## src/rtl/fault_ram_pkg.sv

```systemverilog
package fault_ram_pkg;

  typedef enum logic [3:0] {
    FK_NONE   = 4'd0,
    FK_STUCK  = 4'd1,
    FK_TRANS  = 4'd2,
    FK_RDIST  = 4'd3,
    FK_DRDIST = 4'd4,
    FK_IRD    = 4'd5,
    FK_WRDIST = 4'd6,
    FK_CINV   = 4'd7,
    FK_CIDEM  = 4'd8,
    FK_CSTATE = 4'd9,
    FK_BAND   = 4'd10,
    FK_BOR    = 4'd11
  } fault_kind_e;

  typedef struct packed {
    fault_kind_e kind;
    logic        pol;
    logic        fval;
  } fault_cfg_t;

endpackage

```

## src/rtl/fault_ram_cfg.sv

```systemverilog
module fault_ram_cfg
  import fault_ram_pkg::*;
#(
  parameter int AW = 4
) (
  input  logic          clk,
  input  logic          rst_q_n,
  input  logic          ce,
  input  logic [3:0]    type_i,
  input  logic [AW-1:0] vict_i,
  input  logic [AW-1:0] aggr_i,
  input  logic          pol_i,
  input  logic          val_i,
  output fault_cfg_t    cfg_o,
  output logic [AW-1:0] vict_o,
  output logic [AW-1:0] aggr_o
);

  logic          load_en;
  fault_cfg_t    cfg_d;
  logic [AW-1:0] vict_d;
  logic [AW-1:0] aggr_d;

  assign load_en = !ce;

  always_comb begin
    cfg_d  = cfg_o;
    vict_d = vict_o;
    aggr_d = aggr_o;
    if (load_en) begin
      cfg_d.kind = fault_kind_e'(type_i);
      cfg_d.pol  = pol_i;
      cfg_d.fval = val_i;
      vict_d     = vict_i;
      aggr_d     = aggr_i;
    end
  end

  always_ff @(posedge clk or negedge rst_q_n) begin
    if (!rst_q_n) begin
      cfg_o  <= '{kind: FK_NONE, pol: 1'b0, fval: 1'b0};
      vict_o <= '0;
      aggr_o <= '0;
    end else begin
      cfg_o  <= cfg_d;
      vict_o <= vict_d;
      aggr_o <= aggr_d;
    end
  end

endmodule

```

## src/rtl/fault_ram_next.sv

```systemverilog
module fault_ram_next
  import fault_ram_pkg::*;
#(
  parameter int DEPTH = 16,
  localparam int AW   = $clog2(DEPTH)
) (
  input  logic [DEPTH-1:0] cur,
  input  logic             ce,
  input  logic             we,
  input  logic [AW-1:0]    addr,
  input  logic             din,
  input  fault_cfg_t       cfg,
  input  logic [AW-1:0]    vict,
  input  logic [AW-1:0]    aggr,
  output logic [DEPTH-1:0] nxt,
  output logic             rd_bit
);

  logic old_b;
  logic new_b;
  logic fire;
  logic tie;
  logic two_cell;

  assign two_cell = (vict != aggr);

  // array next state: write-path faults, then read flips, coupling, stuck, bridges
  always_comb begin
    nxt   = cur;
    old_b = cur[addr];
    new_b = din;
    fire  = 1'b0;
    tie   = 1'b0;
    if (ce && we) begin
      if (addr == vict) begin
        case (cfg.kind)
          FK_TRANS:  if (cfg.pol ? (!old_b && din) : (old_b && !din)) new_b = old_b;
          FK_WRDIST: if (din == old_b) new_b = !old_b;
          default: ;
        endcase
      end
      nxt[addr] = new_b;
      if ((addr == aggr) && two_cell)
        fire = cfg.pol ? (!old_b && new_b) : (old_b && !new_b);
    end
    if (ce && !we && (addr == vict) &&
        ((cfg.kind == FK_RDIST) || (cfg.kind == FK_DRDIST)))
      nxt[vict] = !cur[vict];
    if (fire && (cfg.kind == FK_CINV))  nxt[vict] = !cur[vict];
    if (fire && (cfg.kind == FK_CIDEM)) nxt[vict] = cfg.fval;
    if ((cfg.kind == FK_CSTATE) && two_cell && (nxt[aggr] == cfg.pol))
      nxt[vict] = cfg.fval;
    if (cfg.kind == FK_STUCK) nxt[vict] = cfg.pol;
    if (two_cell && ((cfg.kind == FK_BAND) || (cfg.kind == FK_BOR))) begin
      tie = (cfg.kind == FK_BAND) ? (nxt[vict] & nxt[aggr]) : (nxt[vict] | nxt[aggr]);
      nxt[vict] = tie;
      nxt[aggr] = tie;
    end
  end

  // read-path faults
  always_comb begin
    rd_bit = cur[addr];
    if (addr == vict) begin
      case (cfg.kind)
        FK_STUCK:        rd_bit = cfg.pol;
        FK_RDIST, FK_IRD: rd_bit = !cur[vict];
        default: ;
      endcase
    end
  end

endmodule

```

## src/rtl/fault_ram.sv

```systemverilog
module fault_ram
  import fault_ram_pkg::*;
#(
  parameter int DEPTH       = 16,
  parameter int SYNC_STAGES = 2,
  localparam int AW         = $clog2(DEPTH)
) (
  input  logic          clk,
  input  logic          rst_n,
  input  logic          ce,
  input  logic          we,
  input  logic [AW-1:0] addr,
  input  logic          din,
  output logic          dout,
  input  logic [3:0]    flt_type,
  input  logic [AW-1:0] flt_victim,
  input  logic [AW-1:0] flt_aggr,
  input  logic          flt_pol,
  input  logic          flt_val
);

  logic [SYNC_STAGES-1:0] rst_pipe;
  logic                   rst_q_n;
  fault_cfg_t             cfg_q;
  logic [AW-1:0]          vict_q;
  logic [AW-1:0]          aggr_q;
  logic [DEPTH-1:0]       mem_q;
  logic [DEPTH-1:0]       mem_d;
  logic                   rd_bit;
  logic                   rd_en;
  logic                   dout_d;

  // reset: asserted at once, released after SYNC_STAGES edges
  always_ff @(posedge clk or negedge rst_n) begin
    if (!rst_n) rst_pipe <= '0;
    else        rst_pipe <= {rst_pipe[SYNC_STAGES-2:0], 1'b1};
  end
  assign rst_q_n = rst_pipe[SYNC_STAGES-1];

  fault_ram_cfg #(.AW(AW)) u_cfg (
    .clk     (clk),
    .rst_q_n (rst_q_n),
    .ce      (ce),
    .type_i  (flt_type),
    .vict_i  (flt_victim),
    .aggr_i  (flt_aggr),
    .pol_i   (flt_pol),
    .val_i   (flt_val),
    .cfg_o   (cfg_q),
    .vict_o  (vict_q),
    .aggr_o  (aggr_q)
  );

  fault_ram_next #(.DEPTH(DEPTH)) u_next (
    .cur    (mem_q),
    .ce     (ce),
    .we     (we),
    .addr   (addr),
    .din    (din),
    .cfg    (cfg_q),
    .vict   (vict_q),
    .aggr   (aggr_q),
    .nxt    (mem_d),
    .rd_bit (rd_bit)
  );

  assign rd_en  = ce && !we;
  assign dout_d = rd_en ? rd_bit : dout;

  always_ff @(posedge clk or negedge rst_q_n) begin
    if (!rst_q_n) begin
      mem_q <= '0;
      dout  <= 1'b0;
    end else begin
      mem_q <= mem_d;
      dout  <= dout_d;
    end
  end

endmodule

```

## config.mk

```make
export PLATFORM = sky130hd
export DESIGN_NAME = fault_ram
export DESIGN_NICKNAME = d
export VERILOG_FILES = /design/src/rtl/fault_ram_pkg.sv /design/src/rtl/fault_ram_cfg.sv /design/src/rtl/fault_ram_next.sv /design/src/rtl/fault_ram.sv
export SDC_FILE = /design/constraint.sdc
export NUM_CORES = 1
export LEC_CHECK = 0
export BUFFER_PORTS_ARGS = -buffer_cell sky130_fd_sc_hd__buf_2
export CAP_MARGIN = 40
export CELL_PAD_IN_SITES_DETAIL_PLACEMENT = 1
export CELL_PAD_IN_SITES_GLOBAL_PLACEMENT = 1
export CORE_UTILIZATION = 51
export CTS_BUF_LIST = sky130_fd_sc_hd__clkbuf_4 sky130_fd_sc_hd__clkbuf_8
export DETAILED_ROUTE_END_ITERATION = 7
export HOLD_SLACK_MARGIN = 0.03
export PLACE_DENSITY = 0.84
export SLEW_MARGIN = 20
export SYNTH_ARGS = -nofsm -noshare
export SYNTH_HDL_FRONTEND = slang
export SYNTH_SLANG_ARGS = --single-unit
export TNS_END_PERCENT = 30
```

## constraint.sdc

```tcl
create_clock -name clk -period 2.62 [get_ports clk]
set_input_delay 0.786 -clock clk [delete_from_list [all_inputs] [get_ports clk]]
set_output_delay 0.786 -clock clk [all_outputs]
set_load 0.05 [all_outputs]
```

==> qor.txt, run 1 <==
Synthesized Nets: 642
Die Y: 96.4 um
#FFs+latches synth: 33
Last stage: 3_5_place_dp
DIE WIDTH: 96.4 um
Top cells by area, synth: dfrtp_1 18%, nor2_1 7.0%, a21oi_1 5.0%
Register area share after synthesis: 18.2%
Gp weighted congestion: 1.23
Top FF cell, synth: dfrtp_1
Buffers on Ports: 23
Status: did not finish
Post-synthesis cell count: 619
Share of Yosys cell area claimed by the top area cell type: 18.2%
EDFF count, synth: 0
Syn. warnings: 0
Starting density of the core: 52.4%
Mean post-synth cell area: 7.35 um^2
FP Rows: 34
Async S/R FF share, synth: 100%
Detailed placer's ending HPWL: 27600 um
First Err: [ERROR DPL-0033] detailed placement checks failed during check placement.
Cell taking the most area after synthesis: dfrtp_1
Netlist cell types: 83
Syn Std Cell Area: 4550 um^2
Boundary Pins: 24
## per-stage QoR
stage | instance area (um^2) | instances | TNS [ps]
floorplan | 4650 | 619 | -38850
global placement | 6660 | 969 | -48630
## cell families after synthesis
logic type,count (synthesis),synth area share (%)
other,1,0.0825
XOR/XNOR,13,2.50
AND/OR/NAND/NOR,288,31.7
buffers and inverters,52,5.17
AO/OA/AOI/OAI,197,30.7
flip-flops,33,18.2
multiplexers,35,11.7
## cells in the mapped netlist (all sizes together), types with 4 or more instances
| cell type | count |
|---|---|
| a21oi | 45 |
| a221oi | 6 |
| a22oi | 9 |
| a31o | 4 |
| a31oi | 21 |
| and2 | 10 |
| and3 | 12 |
| buf | 17 |
| clkbuf | 27 |
| dfrtp | 33 |
| inv | 8 |
| mux2 | 18 |
| mux2i | 8 |
| mux4 | 9 |
| nand2 | 61 |
| nand2b | 14 |
| nand3 | 28 |
| nand4 | 9 |
| nand4b | 4 |
| nor2 | 87 |
| nor2b | 13 |
| nor3 | 24 |
| nor4 | 6 |
| o211ai | 9 |
| o21ai | 38 |
| o22ai | 10 |
| o31ai | 12 |
| o32ai | 5 |
| o41ai | 7 |
| or2 | 6 |
| or3 | 4 |
| xnor2 | 9 |
| xor2 | 4 |
==> run 2: changes to the inputs <==
CELL_PAD_IN_SITES_DETAIL_PLACEMENT = unset   (was 1)
CELL_PAD_IN_SITES_GLOBAL_PLACEMENT = unset   (was 1)
CORE_UTILIZATION = 40   (was 51)
CTS_BUF_LIST = unset   (was sky130_fd_sc_hd__clkbuf_4 sky130_fd_sc_hd__clkbuf_8)
HOLD_SLACK_MARGIN = unset   (was 0.03)
PLACE_DENSITY = unset   (was 0.84)
PLACE_DENSITY_LB_ADDON = 0.15   (was unset)
==> qor.txt, run 2 <==
Die Y: 109 um (was 96.4 um)
Buffers on Ports: 23 (unchanged)
Max Clock Freq: 0.184 GHz
Final period util: 207%
Pre-CTS setup slack: -3560 ps
Root Driver: clkbuf_16
Final WL: 26100 um
WL/cell: 24.9 um
Gp weighted congestion: 1.05 (was 1.23)
Maximum capacitance violations: 0
Synth cell count leaders: 85 x nor2_1, 60 x nand2_1, 45 x a21oi_1 (unchanged)
Most frequent cell after synthesis: nor2_1 (unchanged)
Mean post-synth cell area: 7.35 um^2 (unchanged)
Register Area: 828 um^2
Leakage power: 3.15 nW
Crit start category: input pin
Status: finished with violations (was did not finish)
Vias in the first global route: 6587
Syn. warnings: 0 (unchanged)
Pwr Density: 578 nW/um^2
H-tree levels: 2
CTS Hold Bufs: 0
CTS tree: yes
Async S/R FF share, synth: 100% (unchanged)
TritonRoute pass-1 iters: 6
WS Path Type: input pin to flop
Vias: 6815
Post-layout min period: 5430 ps
Cell taking the most area after synthesis: dfrtp_1 (unchanged)
Failing checks: negative setup slack
Initial drt markers: 878
Clock sink count: 33
R2R Setup Slk: -2790 ps
Setup Skew: 9.98 ps
Top cells by area, synth: dfrtp_1 18%, nor2_1 7.0%, a21oi_1 5.0% (unchanged)
Commonest non-fill, non-tap cell in the layout: buf_4
Netlist cell types: 83 (unchanged)
Reg clk slew, reported paths: 60 ps
Worst vdd ir: 0.544 mV
Syn Std Cell Area: 4550 um^2 (unchanged)
Slew margin rel.: 59.3%
Fin nets: 931
Register area share after synthesis: 18.2% (unchanged)
Setup Viol. Count Final: 16
Boundary Pins: 24 (unchanged)
Largest registers: mem_q (16), u_cfg.cfg_o (6)
Largest register by flop count: mem_q
Worst-Skew Late Latency: 290 ps
Worst Max-Slew Pin Slew: 605 ps
CTS Buf Count: 5
Area growth syn-to-layout: 65.3%
Clk buf depth: 2
Antenna Cells: 0
Largest register FFs: 16
Post-synthesis cell count: 619 (unchanged)
Worst-path maximum fanout: 6
Worst setup margin: -2810 ps
Residual DRC: 0
Full die area: 11800 um^2
Share of Yosys cell area claimed by the top area cell type: 18.2% (unchanged)
Crit end category: flop
GRT overflow: 0
EDFF count, synth: 0 (unchanged)
Unrepaired setup endpoints after global routing: true
First-pass GRT wire length: 38400 um
Antenna violations before repair: 1
CP arrival: 5620 ps
Synthesized Nets: 642 (unchanged)
Worst hold slack: 271 ps
Worst hold path type: flop to asynchronous set/reset pin
Largest net degree at the start of global routing: 32
Top FF cell, synth: dfrtp_1 (unchanged)
Req. time, crit path: 2810 ps
GRT Resource Usage Total: 44.4%
Detail Route Antenna Nets: 0
FP Rows: 38 (was 34)
Starting density of the core: 41.6% (was 52.4%)
Routed vias/inst: 6.50
Core area: 10900 um^2
Layout cell share with drive strength beyond 1: 48.6%
#FFs+latches synth: 33 (unchanged)
Final max-slew violation count: 0
DIE WIDTH: 109 um (was 96.4 um)
Commonest cells after routing, fill and taps aside: 294 x buf_4, 84 x nor2_1, 60 x nand2_1
Area occupied by multi-input gates: 3890 um^2
Final hold violation count: 0
Detailed placer's ending HPWL: 20400 um (was 27600 um)
Fillcell total: 912
run 2: cell counts after synthesis:
No cell type changed its count.
run 2: metrics by stage:
| step | cell area (um^2) | util [%] | power, mW | TNS (ps) | cells |
|---|---|---|---|---|---|
| 2_1_floorplan | 4650 | - | 1.95 | -38850 | 619 |
| 3_3_place_gp | 6820 | 62.4 | 3.23 | -52740 | 1020 |
| 4_1_cts | 7250 | 66.3 | 4.03 | -41980 | 1040 |
| 3_5_place_dp | 6820 | 62.4 | 3.28 | -55220 | 1020 |
| 5_1_grt | 7520 | 68.8 | 4.51 | -46160 | 1049 |
| 6_report | 7520 | 68.8 | 4.34 | -43680 | 1049 |
run 2: critical path: stages:
cell and delay (ps):
buf_12 90, mux4_2 530, mux2i_4 190, mux2i_4 150, mux2i_4 240, buf_6 140
buf_6 110, buf_6 120, a31oi_4 180, o32ai_4 110, a221oi_2 240, o2111ai_2 210
buf_4 190, nor4_4 180, buf_6 200, mux2_4 350, nand2_4 130, buf_4 140
a21oi_1 50, a221oi_2 320, buf_4 180, o32ai_4 90, nor3_1 350, o31ai_1 160
a22oi_1 190
run 2: per-layer routing:
metal  vias up  global-route usage [%]  routed length, um
li1       2917                       -                  -
met1      3199                    56.9               9910
met2       550                    67.6              11200
met3       147                    9.80               3050
met4         2                    27.3               1880
met5         -                       0                 13
run 2: final timing paths:
check / startpoint / to / cells after the start
min in group clk: rst_pipe[0] / rst_pipe[1] / 0
min reg2reg: rst_pipe[1] / u_cfg.aggr_o[2] / 1
min: rst_pipe[1] / u_cfg.aggr_o[2] / 1
max: addr[1] / mem_q[9] / 25
max reg2reg: u_cfg.vict_o[1] / mem_q[9] / 19
max in group asynchronous: rst_pipe[1] / u_cfg.vict_o[3] / 1
run 2: area by class of cell:
class                           instances  share of cell area (%)
Multi-Input combinational cell        534                    51.7
Tap cell                              140                    2.33
Clock buffer                            6                    1.71
Sequential cell                        33                    11.0
Timing Repair Buffer                  326                    32.7
Clock inverter                          2                   0.133
Inverter                                8                   0.399
run 2: cell families after synthesis:
group	share of synthesized area [%]
xor gates and xnor gates	2.50
other	0.0825
AOI/OAI and AO/OA	30.7
buffers and inverters	5.17
DFF	18.2
and+or+nand+nor	31.7
muxes	11.7
run 2: timing repair:
action,in CTS,in global routing
pin swaps,22,20
endpoints found under the hold margin,0,0
buffers inserted,13,9
resized for setup,47,36
setup endpoints to repair,17,17
run 2: power breakdown:
group,switching [mW],total [mW],leakage [nW],internal [mW]
registers,0.128,0.739,0.372,0.610
clock network,0.231,0.580,0.0706,0.349
logic,1.57,3.03,2.71,1.46
No activity file was read; power rests on OpenSTA's default activity.
==> run 3: changes to the inputs <==
BUFFER_PORTS_ARGS = unset   (was -buffer_cell sky130_fd_sc_hd__buf_2)
DONT_BUFFER_PORTS = 1   (was unset)
==> qor.txt, run 3 (synthesized netlist as in run 2, its figures left out) <==
Vias: 6652 (was 6815)
Worst Max-Slew Pin Slew: 525 ps (was 605 ps)
Pwr Density: 582 nW/um^2 (was 578 nW/um^2)
CP Cell Sequence: xnor2_2 -> nand4_1 -> or2_4 -> buf_4 -> a221o_2 -> buf_4 -> a31oi_2 -> o21ai_2 -> a22oi_2 -> o2111ai_4 -> nor4_4 -> buf_6 -> mux2_4 -> nand2_8 -> buf_12 -> o31ai_4 -> a22oi_2 -> a31oi_4 -> nor2_4 -> buf_4 -> o31ai_1 -> a21oi_2
Initial drt markers: 836 (was 878)
WL/cell: 25.0 um (was 24.9 um)
GRT Resource Usage Total: 43.2% (was 44.4%)
Buffers on Ports: 0 (was 23)
Layout cell share with drive strength beyond 1: 47.5% (was 48.6%)
Largest register FFs: 16 (unchanged)
Vias in the first global route: 6263 (was 6587)
Post-layout min period: 5390 ps (was 5430 ps)
Routing usage on met2: 65.3% (was 67.6%)
Antenna Cells: 0 (unchanged)
Failing checks: negative setup slack (unchanged)
Boundary Pins: 24 (unchanged)
Root Driver: clkbuf_16 (unchanged)
CTS Hold Bufs: 0 (unchanged)
Worst vdd ir: 0.380 mV (was 0.544 mV)
Worst-path maximum fanout: 11 (was 6)
Cell mode on critical path: buf_4 (was buf_6)
Final max-slew violation count: 0 (unchanged)
Leakage power: 3.01 nW (was 3.15 nW)
Core area: 10900 um^2 (unchanged)
Final Util: 68.3% (was 68.8%)
GRT overflow: 0 (unchanged)
Crit start category: input pin (unchanged)
GR peak layer: met2 (unchanged)
Crit end category: flop (unchanged)
Final WL: 25300 um (was 26100 um)
Maximum capacitance violations: 0 (unchanged)
Die Y: 109 um (unchanged)
Max Clock Freq: 0.186 GHz (was 0.184 GHz)
Fin nets: 892 (was 931)
Reg clk slew, reported paths: 60 ps (about the same)
Setup Viol. Count Final: 16 (unchanged)
CTS tree: yes (unchanged)
Status: finished with violations (unchanged)
Largest registers: mem_q (16), u_cfg.cfg_o (6) (unchanged)
Area growth syn-to-layout: 64.3% (was 65.3%)
Setup Skew: 7.55 ps (was 9.98 ps)
Slowest stage delay, CP: 440 ps (was 530 ps)
Slew margin rel.: 65.0% (was 59.3%)
Crit-path slowest cell: o31ai_1 (was mux4_2)
Top cell family by delay on the critical path: compound AO/OA/AOI/OAI gates (unchanged)
Worst hold path type: input pin to asynchronous set/reset pin (was flop to asynchronous set/reset pin)
DIE WIDTH: 109 um (unchanged)
Pre-CTS setup slack: -3310 ps (was -3560 ps)
Met3 Use GR: 8.91% (was 9.80%)
Starting density of the core: 41.6% (unchanged)
Gp weighted congestion: 1.09 (was 1.05)
First-pass GRT wire length: 37100 um (was 38400 um)
WS Path Type: input pin to flop (unchanged)
CP bufs+invs: 5 (was 8)
CP arrival: 5520 ps (was 5620 ps)
Worst setup margin: -2770 ps (was -2810 ps)
Largest net degree at the start of global routing: 32 (unchanged)
R2R Setup Slk: -2740 ps (was -2790 ps)
Clock sink count: 33 (unchanged)
Req. time, crit path: 2760 ps (was 2810 ps)
Routed vias/inst: 6.59 (was 6.50)
H-tree levels: 2 (unchanged)
Clk buf depth: 2 (unchanged)
GR Util met1: 56.6% (was 56.9%)
Unrepaired setup endpoints after global routing: true (unchanged)
TritonRoute pass-1 iters: 6 (unchanged)
Largest register by flop count: mem_q (unchanged)
Final period util: 206% (was 207%)
Detailed placer's ending HPWL: 19700 um (was 20400 um)
Full die area: 11800 um^2 (unchanged)
FP Rows: 38 (unchanged)
Antenna violations before repair: 0 (was 1)
Commonest cells after routing, fill and taps aside: 273 x buf_4, 84 x nor2_1, 60 x nand2_1 (was 294 x buf_4, 84 x nor2_1, 60 x nand2_1)
Detail Route Antenna Nets: 0 (unchanged)
Residual DRC: 0 (unchanged)
Commonest non-fill, non-tap cell in the layout: buf_4 (unchanged)
Final instance area: 7470 um^2 (was 7520 um^2)
Worst-Skew Late Latency: 280 ps (was 290 ps)
Post-placement cell area: 6560 um^2 (was 6820 um^2)
CTS Buf Count: 5 (unchanged)
Final hold violation count: 0 (unchanged)
## run 3: routing by layer
layer,vias to the layer above,wire [um]
li1,2843,-
met4,0,1520
met2,479,11000
met3,114,2960
met5,-,0
met1,3216,9840
## run 3: final timing paths
check                           startpoint         endpoint  cells after the start
min                                  rst_n      rst_pipe[0]                      0
min reg2reg                    rst_pipe[1]  u_cfg.vict_o[0]                      1
max reg2reg                u_cfg.vict_o[1]         mem_q[3]                     22
min in group clk               rst_pipe[0]      rst_pipe[1]                      0
max                                addr[2]         mem_q[3]                     22
max in group asynchronous      rst_pipe[1]  u_cfg.vict_o[3]                      1
## run 3: area by class of cell
type / instances / area (um^2)
Inverter: 8 / 30.0
Fill cell: 894 / 3460
Sequential cell: 33 / 830
Clock inverter: 2 / 10.0
Timing Repair Buffer: 286 / 2230
Tap cell: 140 / 175
Multi-Input combinational cell: 535 / 4060
Clock buffer: 6 / 129
## run 3: worst reg2reg max path, stage by stage (launching register included)
cell and delay [ps]:
dfrtp_2 490, xnor2_2 140, nand4_1 240, or2_4 330, buf_4 140, a221o_2 430
buf_4 170, a31oi_2 250, o21ai_2 130, a22oi_2 230, o2111ai_4 190, nor4_4 300
buf_6 190, mux2_4 240, nand2_8 80, buf_12 130, o31ai_4 350, a22oi_2 140
a31oi_4 250, nor2_4 80, buf_4 180, o31ai_1 440, a21oi_2 90
## run 3: what timing repair did
item / CTS / global route
pin swaps: 30 / 29
gates resized for setup: 61 / 39
endpoints found under the setup margin: 17 / 17
buffers inserted: 17 / 8
gates cloned: 1 / 1
## run 3: stage by stage
stage / cells / total power, mW / hold slack [ps] / TNS [ps]
floorplan: 619 / 1.95 / 331 / -38850
global placement: 976 / 3.14 / 267 / -50640
detailed placement: 976 / 3.17 / 287 / -51080
CTS: 1002 / 4.04 / 193 / -39740
global route: 1010 / 4.48 / 188 / -44680
finish: 1010 / 4.35 / 194 / -43050
## run 3: power by group
part           switching [mW]  internal (mW)
Sequential              0.145          0.610
Clock                   0.235          0.349
Combinational            1.56           1.44
Total                    1.94           2.40
==> run 4: changes to the inputs <==
ABC_AREA = 1   (was unset)
==> qor.txt, run 4 <==
Final max-slew violation count: 0 (unchanged)
CTS Hold Bufs: 0 (unchanged)
Vias: 7014 (was 6652)
Most frequent cell after synthesis: nand2_1 (was nor2_1)
Post-synthesis cell count: 902 (was 619)
Syn Std Cell Area: 4830 um^2 (was 4550 um^2)
Antenna Cells: 0 (unchanged)
Top sig layer: met4 (unchanged)
GRT overflow: 0 (unchanged)
Layout cell share with drive strength beyond 1: 30.1% (was 47.5%)
H-tree levels: 2 (unchanged)
FP Rows: 39 (was 38)
WL/cell: 18.0 um (was 25.0 um)
Starting density of the core: 41.6% (about the same)
Final WL: 22400 um (was 25300 um)
TritonRoute pass-1 iters: 6 (unchanged)
Synth cell count leaders: 313 x nand2_1, 135 x nor2_1, 95 x nand3_1 (was 85 x nor2_1, 60 x nand2_1, 45 x a21oi_1)
Mean post-synth cell area: 5.36 um^2 (was 7.35 um^2)
Largest register by flop count: mem_q (unchanged)
Worst hold path type: input pin to asynchronous set/reset pin (unchanged)
Setup Skew: 3.93 ps (was 7.55 ps)
Status: finished with violations (unchanged)
Register Area: 827 um^2 (was 830 um^2)
Crit-path slowest cell: o21ai_4 (was o31ai_1)
Pwr Density: 657 nW/um^2 (was 582 nW/um^2)
First-pass GRT wire length: 34000 um (was 37100 um)
Clock sink count: 33 (unchanged)
CTS Buf Count: 5 (unchanged)
Routed vias/inst: 5.63 (was 6.59)
Worst vdd ir: 0.518 mV (was 0.380 mV)
CTS tree: yes (unchanged)
WS Path Type: input pin to flop (unchanged)
Clk buf depth: 2 (unchanged)
Commonest cells after routing, fill and taps aside: 287 x nand2_1, 213 x buf_4, 131 x nor2_1 (was 273 x buf_4, 84 x nor2_1, 60 x nand2_1)
Buffers on Ports: 0 (unchanged)
Maximum capacitance violations: 0 (unchanged)
Crit end category: flop (unchanged)
Largest register FFs: 16 (unchanged)
Worst setup margin: -1820 ps (was -2770 ps)
Synthesized Nets: 925 (was 642)
Final instance area: 7040 um^2 (was 7470 um^2)
Met3 wire len: 2450 um (was 2960 um)
Unrepaired setup endpoints after global routing: true (unchanged)
Final period util: 170% (was 206%)
Full die area: 12500 um^2 (was 11800 um^2)
Top cells by area, synth: nand2_1 24%, dfrtp_1 17%, nor2_1 10% (was dfrtp_1 18%, nor2_1 7.0%, a21oi_1 5.0%)
Top FF cell, synth: dfrtp_1 (unchanged)
Post-placement cell area: 6530 um^2 (was 6560 um^2)
Core area: 11600 um^2 (was 10900 um^2)
Final hold violation count: 0 (unchanged)
Cell taking the most area after synthesis: nand2_1 (was dfrtp_1)
Max Clock Freq: 0.225 GHz (was 0.186 GHz)
Gp weighted congestion: 1.09 (about the same)
Reg clk slew, reported paths: 50 ps (was 60 ps)
Worst-Skew Late Latency: 270 ps (was 280 ps)
Post-layout min period: 4440 ps (was 5390 ps)
Async S/R FF share, synth: 100% (unchanged)
Register area share after synthesis: 17.1% (was 18.2%)
Area growth syn-to-layout: 45.6% (was 64.3%)
Slew margin rel.: 63.2% (was 65.0%)
CP bufs+invs: 2 (was 5)
Fillcell total: 1198 (was 894)
Boundary Pins: 24 (unchanged)
Commonest non-fill, non-tap cell in the layout: nand2_1 (was buf_4)
Detail Route Antenna Nets: 0 (unchanged)
Top cell family by delay on the critical path: simple AND/OR/NAND/NOR gates (was compound AO/OA/AOI/OAI gates)
Worst Max-Slew Pin Slew: 546 ps (was 525 ps)
Post-Route M1 WL: 9200 um (was 9840 um)
Largest registers: mem_q (16), u_cfg.cfg_o (6) (unchanged)
Detailed placer's ending HPWL: 18000 um (was 19700 um)
Final Util: 60.6% (was 68.3%)
Residual DRC: 0 (unchanged)
Vias in the first global route: 6372 (was 6263)
#FFs+latches synth: 33 (unchanged)
Die Y: 112 um (was 109 um)
CP arrival: 4600 ps (was 5520 ps)
DIE WIDTH: 112 um (was 109 um)
Cell mode on critical path: nand2_1 (was buf_4)
Worst-path maximum fanout: 14 (was 11)
Initial drt markers: 822 (was 836)
Failing checks: negative setup slack (unchanged)
Netlist cell types: 46 (was 83)
EDFF count, synth: 0 (unchanged)
Syn. warnings: 0 (unchanged)
Antenna violations before repair: 0 (unchanged)
Crit start category: input pin (unchanged)
Share of Yosys cell area claimed by the top area cell type: 24.3% (was 18.2%)
Setup Viol. Count Final: 16 (unchanged)
Slowest stage delay, CP: 260 ps (was 440 ps)
Root Driver: clkbuf_16 (unchanged)
Leakage power: 3.55 nW (was 3.01 nW)
Largest net degree at the start of global routing: 32 (unchanged)
Met2 wire length: 9410 um (was 11000 um)
Area occupied by multi-input gates: 3740 um^2 (was 4060 um^2)
Req. time, crit path: 2780 ps (was 2760 ps)
Fin nets: 1125 (was 892)
GRT Resource Usage Total: 35.6% (was 43.2%)
==> run 4: cell count changes after synthesis, moves of 13 or more <==
cell / change
nand2_1: +253
a31oi_1: -17
a21oi_1: -20
nor2_1: +50
inv_1: +72
nor2b_1: -13
mux2_2: -17
nand3_1: +67
nand2b_1: -14
clkbuf_1: -14
nor3_1: -17
==> run 4: path summary, 6_finish.rpt <==
kind	start	to	slack (ps)	depth (start not counted)
worst max-delay path	addr[0]	mem_q[7]	-1820	38
worst min-delay path	rst_n	rst_pipe[0]	210	0
worst max register to register	u_cfg.vict_o[1]	mem_q[7]	-1800	33
worst min register to register	rst_pipe[1]	u_cfg.aggr_o[1]	250	1
max in group asynchronous	rst_pipe[1]	u_cfg.vict_o[1]	2060	1
min in group clk	rst_pipe[0]	rst_pipe[1]	350	0
==> run 4: what timing repair did <==
item / 4_1_cts / 5_1_grt
pin swaps: 8 / 52
resized for setup: 18 / 49
cloned: 3 / 2
setup endpoints to repair: 16 / 16
buffers inserted: 0 / 10
==> run 4: kinds of logic (layout without fill, tap and decap cells) <==
kind of cell / count (synthesis) / in the layout / synth area share, %
AO/OA/AOI/OAI: 128 / 128 / 15.8
XOR/XNOR: 9 / 9 / 1.63
buffers and inverters: 129 / 326 / 11.6
flip-flops: 33 / 33 / 17.1
other: 1 / 1 / 0.0776
AND/OR/NAND/NOR: 602 / 605 / 53.9
==> run 4: final cells by class <==
cell class / count / area share, %
inverters: 97 / 5.51
flip-flops and latches: 33 / 11.8
multi-input cells: 743 / 53.1
repair buffers: 222 / 25.0
clock buffers: 7 / 2.03
well taps: 143 / 2.54
==> run 4: through the flow <==
stage | setup slack, ps | total power, mW | hold WS, ps | TNS (ps) | cells
3_5_place_dp | -1960 | 3.71 | 263 | -30920 | 1223
3_3_place_gp | -1940 | 3.70 | 261 | -30760 | 1223
2_1_floorplan | -1420 | 2.38 | 331 | -21760 | 902
6_report | -1820 | 4.62 | 209 | -28580 | 1245
4_1_cts | -1600 | 4.35 | 206 | -25150 | 1233
5_1_grt | -2080 | 4.91 | 195 | -32510 | 1245
==> run 4: where the power goes <==
part	internal, mW	switching, mW	total (mW)
Combinational	1.39	1.82	3.21
Clock	0.372	0.191	0.563
Sequential	0.653	0.198	0.851
==> run 4: worst reg2reg max path: cells and delay by family (launching register included) <==
| kind | cells | cell delay (ps) |
|---|---|---|
| compound gates | 5 | 870 |
| flops | 1 | 450 |
| simple gates | 26 | 2740 |
| buf+inv | 2 | 270 |
==> run 4: metal layers <==
layer  vias up  GRT usage (%)
li1       3333              -
met1      3164           48.1
met2       415           53.5
met3       102           7.62
met4         0           17.5
met5         -              0
